--- config.mk ---
export PLATFORM = sky130hd
export DESIGN_NAME = vlan_tbl_unit
export DESIGN_NICKNAME = d
export VERILOG_FILES = /design/src/rtl/vlan_tbl_pkg.sv /design/src/rtl/vlan_tbl_store.sv /design/src/rtl/vlan_tbl_ctrl.sv /design/src/rtl/vlan_tbl_unit.sv
export SDC_FILE = /design/constraint.sdc
export NUM_CORES = 1
export LEC_CHECK = 0
export ABC_CLOCK_PERIOD_IN_PS = 3940
export BUFFER_PORTS_ARGS = -buffer_cell sky130_fd_sc_hd__buf_2
export CORE_MARGIN = 5
export CORE_UTILIZATION = 57
export CTS_CLUSTER_SIZE = 40
export DETAILED_ROUTE_END_ITERATION = 8
export GPL_TIMING_DRIVEN = 0
export PLACE_DENSITY = 0.76
export SLEW_MARGIN = 30
export SYNTH_ARGS = -nofsm -noshare
export SYNTH_HDL_FRONTEND = slang
export SYNTH_SLANG_ARGS = --single-unit
export TNS_END_PERCENT = 30
--- constraint.sdc ---
create_clock -name clk -period 3.94 [get_ports clk]
set_input_delay 0.591 -clock clk [delete_from_list [all_inputs] [get_ports clk]]
set_output_delay 0.591 -clock clk [all_outputs]
set_load 0.005 [all_outputs]
--- src/rtl/vlan_tbl_pkg.sv ---
package vlan_tbl_pkg;
    localparam int VID_W = 13;
    localparam int FID_W = 8;
    localparam int REG_W = 16;

    localparam logic [2:0] OPC_FLUSH = 3'd1;
    localparam logic [2:0] OPC_LOAD  = 3'd2;
    localparam logic [2:0] OPC_NEXT  = 3'd3;

    typedef enum logic [2:0] {
        S_IDLE,
        S_FLUSH,
        S_LD_SCAN,
        S_LD_COMMIT,
        S_NX_SCAN,
        S_NX_DONE
    } state_e;
endpackage

--- src/rtl/vlan_tbl_store.sv ---
module vlan_tbl_store
    import vlan_tbl_pkg::*;
#(
    parameter int DEPTH = 8,
    parameter int IDX_W = 3,
    parameter int PW    = 32
) (
    input  logic             clk,
    input  logic             rst_n,
    input  logic             we,
    input  logic             wclr,
    input  logic [IDX_W-1:0] widx,
    input  logic [VID_W-1:0] wvid,
    input  logic [FID_W-1:0] wfid,
    input  logic [PW-1:0]    wports,
    input  logic [IDX_W-1:0] ridx,
    output logic             rvalid,
    output logic [VID_W-1:0] rvid,
    output logic [FID_W-1:0] rfid,
    output logic [PW-1:0]    rports
);
    logic [DEPTH-1:0] val_q;
    logic [VID_W-1:0] vid_q  [DEPTH];
    logic [FID_W-1:0] fid_q  [DEPTH];
    logic [PW-1:0]    port_q [DEPTH];

    always_ff @(posedge clk or negedge rst_n) begin
        if (!rst_n) begin
            val_q <= '0;
            for (int i = 0; i < DEPTH; i++) begin
                vid_q[i]  <= '0;
                fid_q[i]  <= '0;
                port_q[i] <= '0;
            end
        end else if (we) begin
            for (int i = 0; i < DEPTH; i++) begin
                if (widx == IDX_W'(i)) begin
                    val_q[i] <= !wclr;
                    if (!wclr) begin
                        vid_q[i]  <= wvid;
                        fid_q[i]  <= wfid;
                        port_q[i] <= wports;
                    end
                end
            end
        end
    end

    assign rvalid = val_q[ridx];
    assign rvid   = vid_q[ridx];
    assign rfid   = fid_q[ridx];
    assign rports = port_q[ridx];
endmodule

--- src/rtl/vlan_tbl_ctrl.sv ---
module vlan_tbl_ctrl
    import vlan_tbl_pkg::*;
#(
    parameter int DEPTH = 8,
    parameter int IDX_W = 3,
    parameter int PW    = 32
) (
    input  logic             clk,
    input  logic             rst_n,
    input  logic             start,
    input  logic [2:0]       opc,
    input  logic [VID_W-1:0] key_vid,
    input  logic             key_vld,
    input  logic             rvalid,
    input  logic [VID_W-1:0] rvid,
    input  logic [FID_W-1:0] rfid,
    input  logic [PW-1:0]    rports,
    output logic             busy,
    output logic [IDX_W-1:0] ridx,
    output logic             mem_we,
    output logic             mem_wclr,
    output logic [IDX_W-1:0] mem_widx,
    output logic             full_set,
    output logic             nx_done,
    output logic             nx_found,
    output logic [VID_W-1:0] nx_vid,
    output logic [FID_W-1:0] nx_fid,
    output logic [PW-1:0]    nx_ports
);
    localparam logic [IDX_W-1:0] LAST = IDX_W'(DEPTH - 1);

    state_e state_q, state_d;
    logic [IDX_W-1:0] idx_q, hit_idx_q, free_idx_q;
    logic             hit_q, free_q, best_q;
    logic [VID_W-1:0] bvid_q;
    logic [FID_W-1:0] bfid_q;
    logic [PW-1:0]    bports_q;
    logic             last;

    assign last = (idx_q == LAST);

    always_ff @(posedge clk or negedge rst_n) begin
        if (!rst_n) state_q <= S_IDLE;
        else        state_q <= state_d;
    end

    always_comb begin
        state_d = state_q;
        unique case (state_q)
            S_IDLE: begin
                if (start) begin
                    case (opc)
                        OPC_FLUSH: state_d = S_FLUSH;
                        OPC_LOAD:  state_d = S_LD_SCAN;
                        OPC_NEXT:  state_d = S_NX_SCAN;
                        default:   state_d = S_IDLE;
                    endcase
                end
            end
            S_FLUSH:     if (last) state_d = S_IDLE;
            S_LD_SCAN:   if (last) state_d = S_LD_COMMIT;
            S_LD_COMMIT: state_d = S_IDLE;
            S_NX_SCAN:   if (last) state_d = S_NX_DONE;
            S_NX_DONE:   state_d = S_IDLE;
            default:     state_d = S_IDLE;
        endcase
    end

    // scan datapath: slot index, match/free slot, best Get-Next candidate
    always_ff @(posedge clk or negedge rst_n) begin
        if (!rst_n) begin
            idx_q <= '0; hit_idx_q <= '0; free_idx_q <= '0;
            hit_q <= 1'b0; free_q <= 1'b0; best_q <= 1'b0;
            bvid_q <= '0; bfid_q <= '0; bports_q <= '0;
        end else if (state_q == S_IDLE) begin
            idx_q <= '0; hit_q <= 1'b0; free_q <= 1'b0; best_q <= 1'b0;
        end else begin
            if (state_q == S_FLUSH || state_q == S_LD_SCAN || state_q == S_NX_SCAN)
                idx_q <= idx_q + 1'b1;
            if (state_q == S_LD_SCAN) begin
                if (rvalid && rvid == key_vid) begin
                    hit_q <= 1'b1; hit_idx_q <= idx_q;
                end
                if (!rvalid && !free_q) begin
                    free_q <= 1'b1; free_idx_q <= idx_q;
                end
            end
            if (state_q == S_NX_SCAN && rvalid && rvid > key_vid &&
                (!best_q || rvid < bvid_q)) begin
                best_q <= 1'b1; bvid_q <= rvid; bfid_q <= rfid; bports_q <= rports;
            end
        end
    end

    always_comb begin
        busy     = (state_q != S_IDLE);
        ridx     = idx_q;
        mem_we   = 1'b0;
        mem_wclr = 1'b0;
        mem_widx = hit_q ? hit_idx_q : free_idx_q;
        full_set = 1'b0;
        nx_done  = (state_q == S_NX_DONE);
        nx_found = best_q;
        nx_vid   = bvid_q;
        nx_fid   = bfid_q;
        nx_ports = bports_q;
        unique case (state_q)
            S_FLUSH: begin
                mem_we = 1'b1; mem_wclr = 1'b1; mem_widx = idx_q;
            end
            S_LD_COMMIT: begin
                if (key_vld) begin
                    mem_we   = hit_q || free_q;
                    full_set = !hit_q && !free_q;
                end else begin
                    mem_we   = hit_q;
                    mem_wclr = 1'b1;
                end
            end
            default: ;
        endcase
    end
endmodule

--- src/rtl/vlan_tbl_unit.sv ---
module vlan_tbl_unit
    import vlan_tbl_pkg::*;
#(
    parameter int NUM_PORTS = 8,
    parameter int DEPTH     = 8,
    parameter int ADDR_W    = 3
) (
    input  logic              clk,
    input  logic              rst_n,
    input  logic              reg_wr,
    input  logic [ADDR_W-1:0] reg_addr,
    input  logic [REG_W-1:0]  reg_wdata,
    output logic [REG_W-1:0]  reg_rdata
);
    localparam int DATA_REGS = (NUM_PORTS + 3) / 4;
    localparam int PW        = DATA_REGS * REG_W;
    localparam int IDX_W     = (DEPTH > 1) ? $clog2(DEPTH) : 1;
    localparam logic [PW-1:0] PMASK = {PW{1'b1}} >> (PW - NUM_PORTS * 4);

    logic [2:0]       opc_q;
    logic [FID_W-1:0] fid_q;
    logic             full_q;
    logic [VID_W-1:0] vid_q;
    logic             vld_q;
    logic [PW-1:0]    data_q;

    logic             busy, start, wr_ok;
    logic [IDX_W-1:0] ridx, mem_widx;
    logic             mem_we, mem_wclr, full_set;
    logic             rvalid, nx_done, nx_found;
    logic [VID_W-1:0] rvid, nx_vid;
    logic [FID_W-1:0] rfid, nx_fid;
    logic [PW-1:0]    rports, nx_ports;
    logic [2:0]       w_opc;

    assign wr_ok = reg_wr && !busy;
    assign w_opc = reg_wdata[14:12];
    assign start = wr_ok && (reg_addr == '0) && reg_wdata[15] &&
                   (w_opc == OPC_FLUSH || w_opc == OPC_LOAD || w_opc == OPC_NEXT);

    always_ff @(posedge clk or negedge rst_n) begin
        if (!rst_n) begin
            opc_q <= '0; fid_q <= '0; full_q <= 1'b0;
            vid_q <= '0; vld_q <= 1'b0; data_q <= '0;
        end else begin
            if (wr_ok) begin
                if (reg_addr == ADDR_W'(0)) begin
                    opc_q <= w_opc;
                    fid_q <= {reg_wdata[11:8], reg_wdata[3:0]};
                end
                if (reg_addr == ADDR_W'(1)) begin
                    vid_q <= {reg_wdata[13], reg_wdata[11:0]};
                    vld_q <= reg_wdata[12];
                end
                for (int k = 0; k < DATA_REGS; k++)
                    if (reg_addr == ADDR_W'(k + 2))
                        data_q[k*REG_W +: REG_W] <= reg_wdata;
            end
            if (nx_done) begin
                if (nx_found) begin
                    vid_q <= nx_vid; vld_q <= 1'b1;
                    fid_q <= nx_fid; data_q <= nx_ports;
                end else begin
                    vid_q <= '1; vld_q <= 1'b0;
                end
            end
            if (full_set) full_q <= 1'b1;
        end
    end

    always_comb begin
        reg_rdata = '0;
        if (reg_addr == ADDR_W'(0))
            reg_rdata = {busy, opc_q, fid_q[7:4], full_q, 3'b000, fid_q[3:0]};
        else if (reg_addr == ADDR_W'(1))
            reg_rdata = {2'b00, vid_q[12], vld_q, vid_q[11:0]};
        for (int k = 0; k < DATA_REGS; k++)
            if (reg_addr == ADDR_W'(k + 2))
                reg_rdata = data_q[k*REG_W +: REG_W];
    end

    vlan_tbl_ctrl #(.DEPTH(DEPTH), .IDX_W(IDX_W), .PW(PW)) u_ctrl (
        .clk(clk), .rst_n(rst_n), .start(start), .opc(w_opc),
        .key_vid(vid_q), .key_vld(vld_q),
        .rvalid(rvalid), .rvid(rvid), .rfid(rfid), .rports(rports),
        .busy(busy), .ridx(ridx), .mem_we(mem_we), .mem_wclr(mem_wclr),
        .mem_widx(mem_widx), .full_set(full_set), .nx_done(nx_done),
        .nx_found(nx_found), .nx_vid(nx_vid), .nx_fid(nx_fid), .nx_ports(nx_ports)
    );

    vlan_tbl_store #(.DEPTH(DEPTH), .IDX_W(IDX_W), .PW(PW)) u_store (
        .clk(clk), .rst_n(rst_n), .we(mem_we), .wclr(mem_wclr), .widx(mem_widx),
        .wvid(vid_q), .wfid(fid_q), .wports(data_q & PMASK),
        .ridx(ridx), .rvalid(rvalid), .rvid(rvid), .rfid(rfid), .rports(rports)
    );
endmodule

== After elaboration in Yosys (flattened, before gate mapping) ==
Cells that the tools add are included.
Storage, ports and cells
  register bits: 558
  output and inout bits: 16
  word-level logic and storage cells: 193
Operators by class
  add/sub/neg operators: 1
  $lt $le $gt $ge: 4
  equal/unequal tests: 24
  muxes and demuxes: 56
  bitwise logic cells: 3
  reductions and logical operators: 57
Operators with widths (number)
  32-bit 2-to-1 mux: 5
  32-bit binary-select mux with 3-bit select: 1
  16-bit 2-to-1 mux: 5
  13-bit 2-to-1 mux: 6
  8-bit 2-to-1 mux: 6
  13-bit binary-select mux with 3-bit select: 1
  3-bit AND reduction: 10
  2-bit AND reduction: 13
  8-bit binary-select mux with 3-bit select: 1
  3-bit by 2-bit == test with 1-bit output (second input constant): 8
  3-bit 2-to-1 mux: 8
  3-bit == test (second input constant): 7
  1-bit 2-to-1 mux: 17
  14-bit 2-to-1 mux: 1
  2-bit nonzero test: 7
  13-bit == test: 1
  13-bit greater-than comparator: 1
  13-bit < comparator: 1
  3-bit by 1-bit == test with 1-bit output (second input constant): 4
  3-bit one-hot mux with 4 select lines: 1
  1-bit logical AND: 10
  3-bit zero test: 3
  3-bit one-hot mux with 3 select lines: 1
  1-bit zero test: 6
  other kinds (12): 21

== Logic depth before layout (Yosys ltp) ==
Gate-level depths: netlist of the first run.
  depth in word-level cells: 9
  mapped depth: 13
  mapped depth without buffers: 9

== Modules after synthesis ==
Synthesis of the first run repeated with hierarchy kept, for this count alone.
Unflattened totals
  cell total of the unflattened synthesis: 1792
  area, all modules: 26180.1 um^2
Modules (own cells, without submodules)
  vlan_tbl_store: times used 1, cells an instance 1125, area each 19426.1 um^2, sequential area each 10810.4 um^2
  vlan_tbl_ctrl: times used 1, cells an instance 295, area each 3439.5 um^2, sequential area each 1701.6 um^2
  vlan_tbl_unit: times used 1, cells an instance 372, area each 3314.4 um^2, sequential area each 1451.4 um^2

== Worst setup path before layout of the first run ==
OpenSTA, ideal clock, no wires.
  path kind: register to register
  start point: register u_ctrl.idx_q[0], in the netlist u_ctrl.ridx[0]
  end point: register u_ctrl.bports_q[22], in the netlist u_ctrl.nx_ports[22]
  library setup time: 127 ps
  arrival time: 3656 ps
  data required time: 3813 ps
  setup slack: 156 ps
  stages on the path, launching flop included: 14
  buffers on the path: 4
  period minus slack after synthesis: 3784 ps
  path through: dfrtp_1 -> buf_4 -> buf_1 -> mux4_2 -> mux2_2 -> ha_1 -> nand3_1 -> o21bai_1 -> a311o_1 -> a31oi_1 -> o211a_1 -> buf_6 -> buf_6 -> mux2_1
On the way
  word-level cells in the longest chain between the ends: 8
  elaborated cells on any way between the ends: 16
  classes of those cells: order compare (2); mux (8); bitwise (1); reduce/logical (5)
Ends and longest elaborated chain
  from (decl): line vlan_tbl_ctrl.sv:33  | logic [IDX_W-1:0] idx_q, hit_idx_q, free_idx_q;
  from (signal assigned): line vlan_tbl_ctrl.sv:79  | idx_q <= idx_q + 1'b1;
  3-bit NOT with 4-bit output (implied by the code) *: line vlan_tbl_store.sv:50  | assign rvid = vid_q[ridx];
  13-bit binary-select mux with 3-bit select *: line vlan_tbl_store.sv:50
  13-bit 2-to-1 mux (implied by the code) * (2 in series): line vlan_tbl_store.sv:50
  named net rvid[4]: line vlan_tbl_unit.sv:31  | logic [VID_W-1:0] rvid, nx_vid;
  13-bit greater-than comparator or 13-bit < comparator (tied branches): line vlan_tbl_ctrl.sv:88, vlan_tbl_ctrl.sv:89
  1-bit logical AND or 1-bit logical OR (tied branches): line vlan_tbl_ctrl.sv:88, vlan_tbl_ctrl.sv:89
  1-bit logical AND *: line vlan_tbl_ctrl.sv:88  | if (state_q == S_NX_SCAN && rvalid && rvid > key_vid &&
  2-bit AND reduction (no line) *
  to (signal assigned): line vlan_tbl_ctrl.sv:74  | bvid_q <= '0; bfid_q <= '0; bports_q <= '0;
  to (signal assigned): line vlan_tbl_ctrl.sv:90  | best_q <= 1'b1; bvid_q <= rvid; bfid_q <= rfid; bports_q <= rports;
  to (decl): line vlan_tbl_ctrl.sv:37  | logic [PW-1:0] bports_q;
Mark *: on every way through the listed nets, which the timed path passes. The rest lies on a longest branch. The select of a mux whose other input is x is not followed.
A chain may end at the register's enable or synchronous reset.

== Final worst setup path of the first run ==
  start point: register u_ctrl.idx_q[1], in the netlist u_ctrl.ridx[1]
  end point: register u_ctrl.bfid_q[6], in the netlist u_ctrl.nx_fid[6]
On the way
  word-level cells in the longest chain between the ends: 8
  elaborated cells on any way between the ends: 16
  classes of those cells: order compare (2); mux (8); bitwise (1); reduce/logical (5)
Ends and longest elaborated chain
  3-bit NOT with 4-bit output (implied by the code) *: line vlan_tbl_store.sv:50
  13-bit binary-select mux with 3-bit select *: line vlan_tbl_store.sv:50
  13-bit 2-to-1 mux (implied by the code) * (2 in series): line vlan_tbl_store.sv:50
  named net rvid[11]: line vlan_tbl_unit.sv:31
  13-bit greater-than comparator or 13-bit < comparator (tied branches): line vlan_tbl_ctrl.sv:88, vlan_tbl_ctrl.sv:89
  1-bit logical AND or 1-bit logical OR (tied branches): line vlan_tbl_ctrl.sv:88, vlan_tbl_ctrl.sv:89
  1-bit logical AND *: line vlan_tbl_ctrl.sv:88
  2-bit AND reduction (no line) *
  to (signal assigned): line vlan_tbl_ctrl.sv:74
  to (signal assigned): line vlan_tbl_ctrl.sv:90
  to (decl): line vlan_tbl_ctrl.sv:36  | logic [FID_W-1:0] bfid_q;
Marked as above.

==> results of run 1 <==
## sequential cells by signal, indices dropped and copies added, names as in the netlist, 13 cells and up
signal	flops
u_store.port_q	256
u_store.vid_q	104
u_store.fid_q	64
data_q	32
u_ctrl.nx_ports	32
u_ctrl.nx_vid	13
vid_q	13
## layout by cell type, fill, tap and decap left out, types with 27 or more instances in the layout
cell         n
mux2_1      49
mux4_2     119
o21ai_0     37
nor2_1      65
ha_1        27
buf_2       66
mux2_2     489
inv_1       32
clkbuf_1    97
mux2i_1     45
clkbuf_16   59
nand2_1     44
dfrtp_1    557
a21oi_1     53
## worst reg2reg max path, cell delays in order (launching register included)
cell	delay (ns)
dfrtp_1	0.45
buf_6	0.23
buf_4	0.26
mux4_2	0.34
mux2_2	0.35
ha_1	0.31
nand4_1	0.16
or4_1	0.59
nand4_1	0.15
a31oi_2	0.07
o211a_1	0.15
buf_6	0.16
buf_6	0.16
mux2_1	0.33
## timing repair
item	CTS	global route
gates resized for setup	26	16
buffers inserted	0	0
endpoints found under the hold margin	56	0
hold buffers	1	0
cloned	0	0
endpoints found under the setup margin	58	50
## routing by layer
layer / routed length [µm] / GRT usage [%]
met1: 26660 / 36.68
met2: 29880 / 40.88
met3: 3962 / 4.413
met4: 2974 / 11.23
met5: 9 / 0
## area by class of cell
cell class / count / share of cell area, %
Sequential cell: 558 / 48.43
Multi-Input combinational cell: 1022 / 38.25
Clock buffer: 85 / 5.910
Buffer: 158 / 2.721
Tap cell: 600 / 2.603
Timing Repair Buffer: 43 / 1.267
Inverter: 32 / 0.4165
Clock inverter: 21 / 0.4079
## final timing paths
kind                                      from                   to  slack [ns]  cells after the start
setup / recovery                u_ctrl.ridx[1]     u_ctrl.nx_fid[6]        0.11                     13
hold / removal                   reg_wdata[14]    u_ctrl.state_q[1]        0.35                      3
setup reg to reg                u_ctrl.ridx[1]     u_ctrl.nx_fid[6]        0.11                     13
hold reg to reg            u_ctrl.nx_ports[18]  u_ctrl.nx_ports[18]        0.49                      1
max in group asynchronous                rst_n   u_store.port_q[56]        1.40                      6
min in group asynchronous                rst_n    u_store.fid_q[19]        0.51                      2
## where the power goes
part,total [mW],leakage [nW],internal [mW],switching (mW)
combinational,4.25,5.63,2.06,2.19
sequential,6.89,7.50,6.52,0.374
clock,5.22,0.911,2.98,2.24
total,16.4,14.0,11.6,4.80
## cell families (layout without fill, tap and decap cells)
kind of cell / count (synthesis) / after routing
buffers and inverters: 191 / 339
multiplexers: 702 / 702
adder cells (fa/ha/maj): 27 / 27
flip-flops: 558 / 558
AO/OA/AOI/OAI: 136 / 136
AND/OR/NAND/NOR: 157 / 157
==> results.toml, run 1 <==
[sta]
tns_ns = 0
hold_ws_ns = 0.3497
relSlewSlack_pct = 36.72
tightest_slew_ns = 0.9492
fin_crit_ns = 3.828
final-hold-violation-count = 0
max_freq_mhz = 261.2
final-setup-viol-count = 0
slew_violations = 0
fin_ws_ns = 0.1120
finalClockSkew_ns = 0.01243
min_period_over_period_pct = 97.16

[floorplan]
core_area_mm2 = 0.04509
rows = 78
die_w_um = 222.7
die-area_mm2 = 0.04961
ios = 38
initial_core_util_pct = 57.22
die_h_um = 222.7

[cells_and_area]
ff_latch_area_mm2 = 0.01396
diodes = 0
finalCoreUtilization_pct = 63.96
drive_gt1_share_pct = 42.21
n_fill_cell = 3264
final_cell_area_mm2 = 0.02884
area_growth_pct = 11.78
multi_input_area_mm2 = 0.01103
final_nets = 1921
finalNonFillerCells = 2519

[setup_path]
crit_path_cell_trace = "buf_6 -> buf_4 -> mux4_2 -> mux2_2 -> ha_1 -> nand4_1 -> or4_1 -> nand4_1 -> a31oi_2 -> o211a_1 -> buf_6 -> buf_6 -> mux2_1"
crit_type = "reg -> reg"
max_stage_delay_ns = 0.59
cp-end-kind = "flip-flop"
crit_buf_inv = 4
cp.required_ns = 4.42
critPathSlowestCell = "or4_1"
crit_fanout = 10
crit_top_cell = "buf_6"
cp-start-kind = "flip-flop"
cp_top_family = "multiplexers"
cp.arrival_ns = 4.31

[cts]
cts_tree = "done"
cts_made_buffers = 57
clkTransAtPathRegs_ns = 0.06
cts_num_sinks = 558
clock_latency_ns = 0.61
clock-root-buffer = "clkbuf_16"
clk_path_buf_depth = 3
htreeDepth = 2

[logic_synthesis]
muxShareOfSynthArea_pct = 35.62
synth.most_common_cell = "dfrtp_1"
synthesis.nets = 1820
synth_top_family_by_area = "multiplexers"
syn_area_per_cell_um2 = 14.57
yosys.area.top_type = "dfrtp_1"
ys_warn_count = 0
synthCells = 1771
ys_types = 48
netlist.area_leader.share_pct = 54.13
synth-simple-area-share_pct = 2.750
ys_seq_area_share_pct = 54.13
ys_ff_latch = 558
synth_compound_area_share_pct = 3.031
synth.area.top_cells = "dfrtp_1, mux2_2, mux4_2"
async_flop_share_pct = 100.0
synth-edff-count = 0
synthAdderAreaFrac_pct = 1.310
netlist_area_mm2 = 0.02580
synth_flop_cell = "dfrtp_1"
synthTopCellsByCount = "dfrtp_1, mux2_2, mux4_2"
synth_xor_xnor_area_share_pct = 0

[outcome]
status = "complete, no violations"

[global_route]
grt_pass1_vias = 16450
grt_pass1_wl_um = 99900
grt_util_all_layers_pct = 26.12
grt_max_degree = 94
antenna_found_initial = 1
gr-total-overflow = 0

[placement]
dpl.cell_count = 2413
post-dp-hpwl_um = 43140
port_buffers = 36
routabilityCongestion = 0.9424
place_area_mm2 = 0.02691
dpl_worst_slack_ns = -0.8897

[drt]
drt_iter0_drc = 1515
remaining_drc_errors = 0
viasPerCell = 6.206
vias = 15630
wl_um = 63490
postRouteAntennaNets = 0
first_pass_iters = 5
wl_per_cell_um = 25.20

[pwr]
leakage_nw = 14.05
total_power_mw = 16.36
power_density_mw_per_mm2 = 567.3
ir_drop_uv = 367.8

[run]
drv_cap = 0

[worst_hold_path]
holdCritPathClass = "in -> reg"
(Power assumes the default switching activity.)
==> inputs of run 2 (changes only) <==
RECOVER_POWER = 50   (was not set)
REMOVE_ABC_BUFFERS = 1   (was not set)
==> results.toml, run 2 (synthesis gave the netlist of run 1 again) <==
[placement]
routabilityCongestion = 0.7845
post-dp-hpwl_um = 34120
port_buffers = 37

[sta]
final-setup-viol-count = 52
fin_crit_ns = 4.021
fin_ws_ns = -0.08095
max_freq_mhz = 248.7
tightest_slew_ns = 1.853
finalClockSkew_ns = 0.02495
grt_setup_unrepaired = "true"
hold_ws_ns = 0.3567
slew_violations = 206
min_period_over_period_pct = 102.1
relSlewSlack_pct = -23.55
tns_ns = -2.424
final-hold-violation-count = 0

[outcome]
violations = "max-capacitance violations, max-slew violations, negative setup slack"
status = "complete, but fails checks"

[cts]
clk_path_buf_depth = 3
clkTransAtPathRegs_ns = 0.06
htreeDepth = 2
cts_tree = "done"
clock_latency_ns = 0.61
cts_made_buffers = 55
cts_num_sinks = 558
clock-root-buffer = "clkbuf_16"

[setup_path]
critPathSlowestCell = "mux4_2"
cp_top_family = "multiplexers"
cp.required_ns = 4.41
cp.arrival_ns = 4.49
crit_path_cell_trace = "buf_16 -> buf_12 -> mux4_2 -> mux2_4 -> ha_4 -> nand4_1 -> buf_4 -> a311o_1 -> a31oi_4 -> o211a_4 -> buf_12 -> mux2_4"
max_stage_delay_ns = 0.53
crit_buf_inv = 4
cp-end-kind = "flip-flop"
crit_type = "reg -> reg"
cp-start-kind = "flip-flop"
crit_fanout = 8

[global_route]
grt_util_all_layers_pct = 24.56
grt_max_degree = 93
gr-total-overflow = 0
grt_pass1_wl_um = 95720
grt_pass1_vias = 16170
antenna_found_initial = 0

[cells_and_area]
largestRegisters = "u_store.port_q (256), u_store.vid_q (104), u_store.fid_q (64)"
regMostFlops = "u_store.port_q"
area_growth_pct = 14.64
diodes = 0
final_nets = 1818
largest_reg_flops = 256
drive_gt1_share_pct = 48.13
final_common_cell = "dfrtp_1"
finalCoreUtilization_pct = 65.59
mostFrequentLayoutCells = "dfrtp_1, mux2_2, mux4_2, nor2_1, clkbuf_16"

[drt]
remaining_drc_errors = 0
vias = 15190
wl_um = 61250
drt_iter0_drc = 1347
viasPerCell = 6.293
first_pass_iters = 6
postRouteAntennaNets = 0
wl_per_cell_um = 25.37

[pwr]
ir_drop_uv = 332.3
leakage_nw = 14.25
power_density_mw_per_mm2 = 568.9

[floorplan]
die_h_um = 222.7
core_area_mm2 = 0.04509
die-area_mm2 = 0.04961
ios = 38
initial_core_util_pct = 57.22
die_w_um = 222.7
rows = 78

[run]
drv_cap = 3

[worst_hold_path]
holdCritPathClass = "in -> reg"
run 2: cell count changes in the layout (fill, tap and decap cells not counted), moves of 14 or more:
cell | previous run | this run
buf_1 | 14 | 0
mux2_4 | 0 | 54
clkbuf_1 | 97 | 12
mux2_1 | 49 | 1
buf_2 | 66 | 37
run 2: path summary, 6_finish.rpt:
| path | startpoint | end | slack (ns) | depth (start not counted) |
|---|---|---|---|---|
| hold reg to reg | u_store.vid_q[16] | u_store.vid_q[16] | 0.50 | 1 |
| min in group asynchronous | rst_n | u_store.port_q[104] | 0.49 | 2 |
| setup / recovery | u_ctrl.ridx[0] | u_ctrl.nx_ports[23] | -0.08 | 12 |
| max in group asynchronous | rst_n | u_ctrl.nx_ports[18] | 0.68 | 4 |
| setup reg to reg | u_ctrl.ridx[0] | u_ctrl.nx_ports[23] | -0.08 | 12 |
| hold / removal | reg_wdata[5] | data_q[21] | 0.36 | 3 |
run 2: stage by stage:
| stage | instances | power, mW | cell area, µm² | setup WS [ns] |
|---|---|---|---|---|
| after global placement | 2249 | 10.41 | 26040 | -8.553 |
| after detailed placement | 2282 | 10.86 | 26950 | -1.203 |
| after CTS | 2405 | 16.72 | 29260 | -0.007486 |
| after floorplan | 1612 | 9.764 | 25100 | -4.116 |
| final | 2414 | 16.83 | 29570 | -0.08095 |
| after global routing | 2414 | 17.60 | 29570 | -0.1344 |
run 2: worst min-delay path, delay by kind of cell:
| kind | cells | cell delay (ns) |
|---|---|---|
| buf+inv | 1 | 0.13 |
| compound gates | 1 | 0.08 |
| mux | 1 | 0.12 |
run 2: cell type report:
class                      count  area [µm²]
fill                        3122       15510
sequential                   558       13970
multi-input combinational   1023       11420
clock buffer                  83        1642
timing repair buffer          99        1381
tap                          600       750.7
clock inverter                19       285.3
inverter                      32       120.1
run 2: per-layer routing:
metal  up-vias  GRT usage [%]  wire [µm]
li1       6488              -          -
met1      8208          35.80      27170
met2       394          39.48      29590
met3       101          3.792       3114
met4         0          6.146       1375
met5         -              0          0
run 2: power by group:
group / total [mW] / leakage, nW / switching, mW / internal, mW
logic: 3.99 / 5.79 / 1.66 / 2.33
registers: 7.28 / 7.50 / 0.759 / 6.52
clock network: 5.56 / 0.954 / 2.23 / 3.33
total: 16.8 / 14.2 / 4.65 / 12.2
run 2: repair_timing:
action,in CTS,in global routing
endpoints found under the setup margin,58,52
hold buffers,1,0
gates cloned,6,4
hold endpoints to repair,53,0
pin swaps,6,3
gates resized for setup,8,57
setup buffers,14,6
==> inputs of run 3 (changes only) <==
TNS_END_PERCENT = not set   (was 30)
==> results.toml, run 3 (synthesis gave the netlist of run 1 again) <==
[outcome]
status = "complete, but fails checks"
violations = "max-capacitance violations, max-slew violations, negative setup slack"

[cells_and_area]
regMostFlops = "u_store.port_q"
final_cell_area_mm2 = 0.02957
area_growth_pct = 14.62
diodes = 0
final_nets = 1818
largestRegisters = "u_store.port_q (256), u_store.vid_q (104), u_store.fid_q (64)"
drive_gt1_share_pct = 47.52
mostFrequentLayoutCells = "dfrtp_1, mux2_2, mux4_2, nor2_1, clkbuf_16"
n_fill_cell = 3125
largest_reg_flops = 256
final_common_cell = "dfrtp_1"

[placement]
post-dp-hpwl_um = 34120
routabilityCongestion = 0.7845
place_area_mm2 = 0.02695
port_buffers = 37
dpl_worst_slack_ns = -1.203

[drt]
remaining_drc_errors = 0
vias = 15190
viasPerCell = 6.292
postRouteAntennaNets = 0
drt_iter0_drc = 1250
wl_um = 61340
wl_per_cell_um = 25.41
first_pass_iters = 5

[setup_path]
cp.arrival_ns = 4.45
cp-end-kind = "flip-flop"
crit-reg2reg-launch = "u_ctrl.ridx[0]"
crit_type = "reg -> reg"
crit_fanout = 7
cp.required_ns = 4.42
cp-startpoint = "u_ctrl.ridx[0]"
cp-start-kind = "flip-flop"

[global_route]
grt_util_all_layers_pct = 24.59
gr-total-overflow = 0
grt_max_degree = 93
antenna_found_initial = 0
grt_pass1_wl_um = 95880
grt_pass1_vias = 16190

[pwr]
ir_drop_uv = 334.7
power_density_mw_per_mm2 = 569.3
leakage_nw = 14.26

[cts]
htreeDepth = 2
cts_made_buffers = 55
cts_num_sinks = 558
clock-root-buffer = "clkbuf_16"
cts_tree = "done"
clkTransAtPathRegs_ns = 0.06
clk_path_buf_depth = 3
clock_latency_ns = 0.60

[sta]
tightest_slew_ns = 1.840
finalClockSkew_ns = 0.01635
final-setup-viol-count = 25
fin_crit_ns = 3.969
grt_setup_unrepaired = "true"
max_freq_mhz = 251.9
tns_ns = -0.4349
slew_violations = 206
relSlewSlack_pct = -22.70
final-hold-violation-count = 0
fin_ws_ns = -0.02948
min_period_over_period_pct = 100.7

[run]
drv_cap = 3

[floorplan]
die-area_mm2 = 0.04961
die_h_um = 222.7
rows = 78
die_w_um = 222.7
initial_core_util_pct = 57.22
ios = 38
core_area_mm2 = 0.04509

[worst_hold_path]
min_from = "reg_wdata[5]"
holdCritPathClass = "in -> reg"
==> run 3: cell counts in the layout (fill, tap and decap cells not counted) <==
Identical to the previous run, type by type.
==> run 3: final timing paths <==
path	to	slack (ns)	depth (start not counted)
worst min register to register	u_ctrl.nx_ports[27]	0.49	1
worst max-delay path	u_ctrl.nx_fid[3]	-0.03	12
min in group asynchronous	u_store.port_q[104]	0.49	2
max in group asynchronous	u_store.port_q[18]	0.68	4
worst max register to register	u_ctrl.nx_fid[3]	-0.03	12
worst min-delay path	data_q[5]	0.36	3
==> run 3: cell type report <==
type	instances	area [µm²]	share of cell area (%)
sequential	558	13970	47.26
multi-input combinational	1023	11400	38.56
clock buffer	83	1642	5.552
timing repair buffer	99	1394	4.714
tap	600	750.7	2.539
clock inverter	19	285.3	0.9648
inverter	32	120.1	0.4062
==> run 3: critical path, stage by stage (launching register included) <==
cell       delay (ns)
dfrtp_4          0.52
buf_16           0.16
buf_12           0.13
mux4_2           0.53
mux2_4           0.31
ha_4             0.27
nand4_1          0.19
buf_4            0.20
a311o_1          0.35
a31oi_4          0.26
o211a_4          0.37
clkbuf_16        0.24
mux2_4           0.31
==> run 3: timing repair <==
action                                 CTS  global route
hold buffers                             1             0
cloned                                   6             4
setup endpoints to repair               58            52
setup buffers                           16             4
endpoints found under the hold margin   53             0
gates resized for setup                  8            50
pin swaps                                6             4
==> run 3: stage by stage <==
step           utilization, %  hold slack (ns)  power (mW)  cells
5_1_grt                 65.58           0.3624       17.61   2414
6_report                65.58           0.3641       16.84   2414
3_5_place_dp            59.78           0.4754       10.86   2282
4_1_cts                 64.99           0.3274       16.72   2407
2_1_floorplan               -           0.2954       9.764   1612
3_3_place_gp            57.75           0.4626       10.41   2249
==> run 3: report_power, final <==
| group | internal [mW] | switching (mW) | leakage (nW) |
|---|---|---|---|
| clock network | 3.33 | 2.23 | 0.954 |
| logic | 2.33 | 1.67 | 5.81 |
| registers | 6.52 | 0.759 | 7.50 |
==> run 3: routing by layer <==
| metal | part of all wire [%] | GRT usage [%] | vias up |
|---|---|---|---|
| li1 | - | - | 6470 |
| met1 | 44 | 35.81 | 8201 |
| met3 | 5.1 | 3.818 | 106 |
| met2 | 49 | 39.58 | 412 |
| met5 | 0 | 0 | - |
| met4 | 2.3 | 6.087 | 0 |
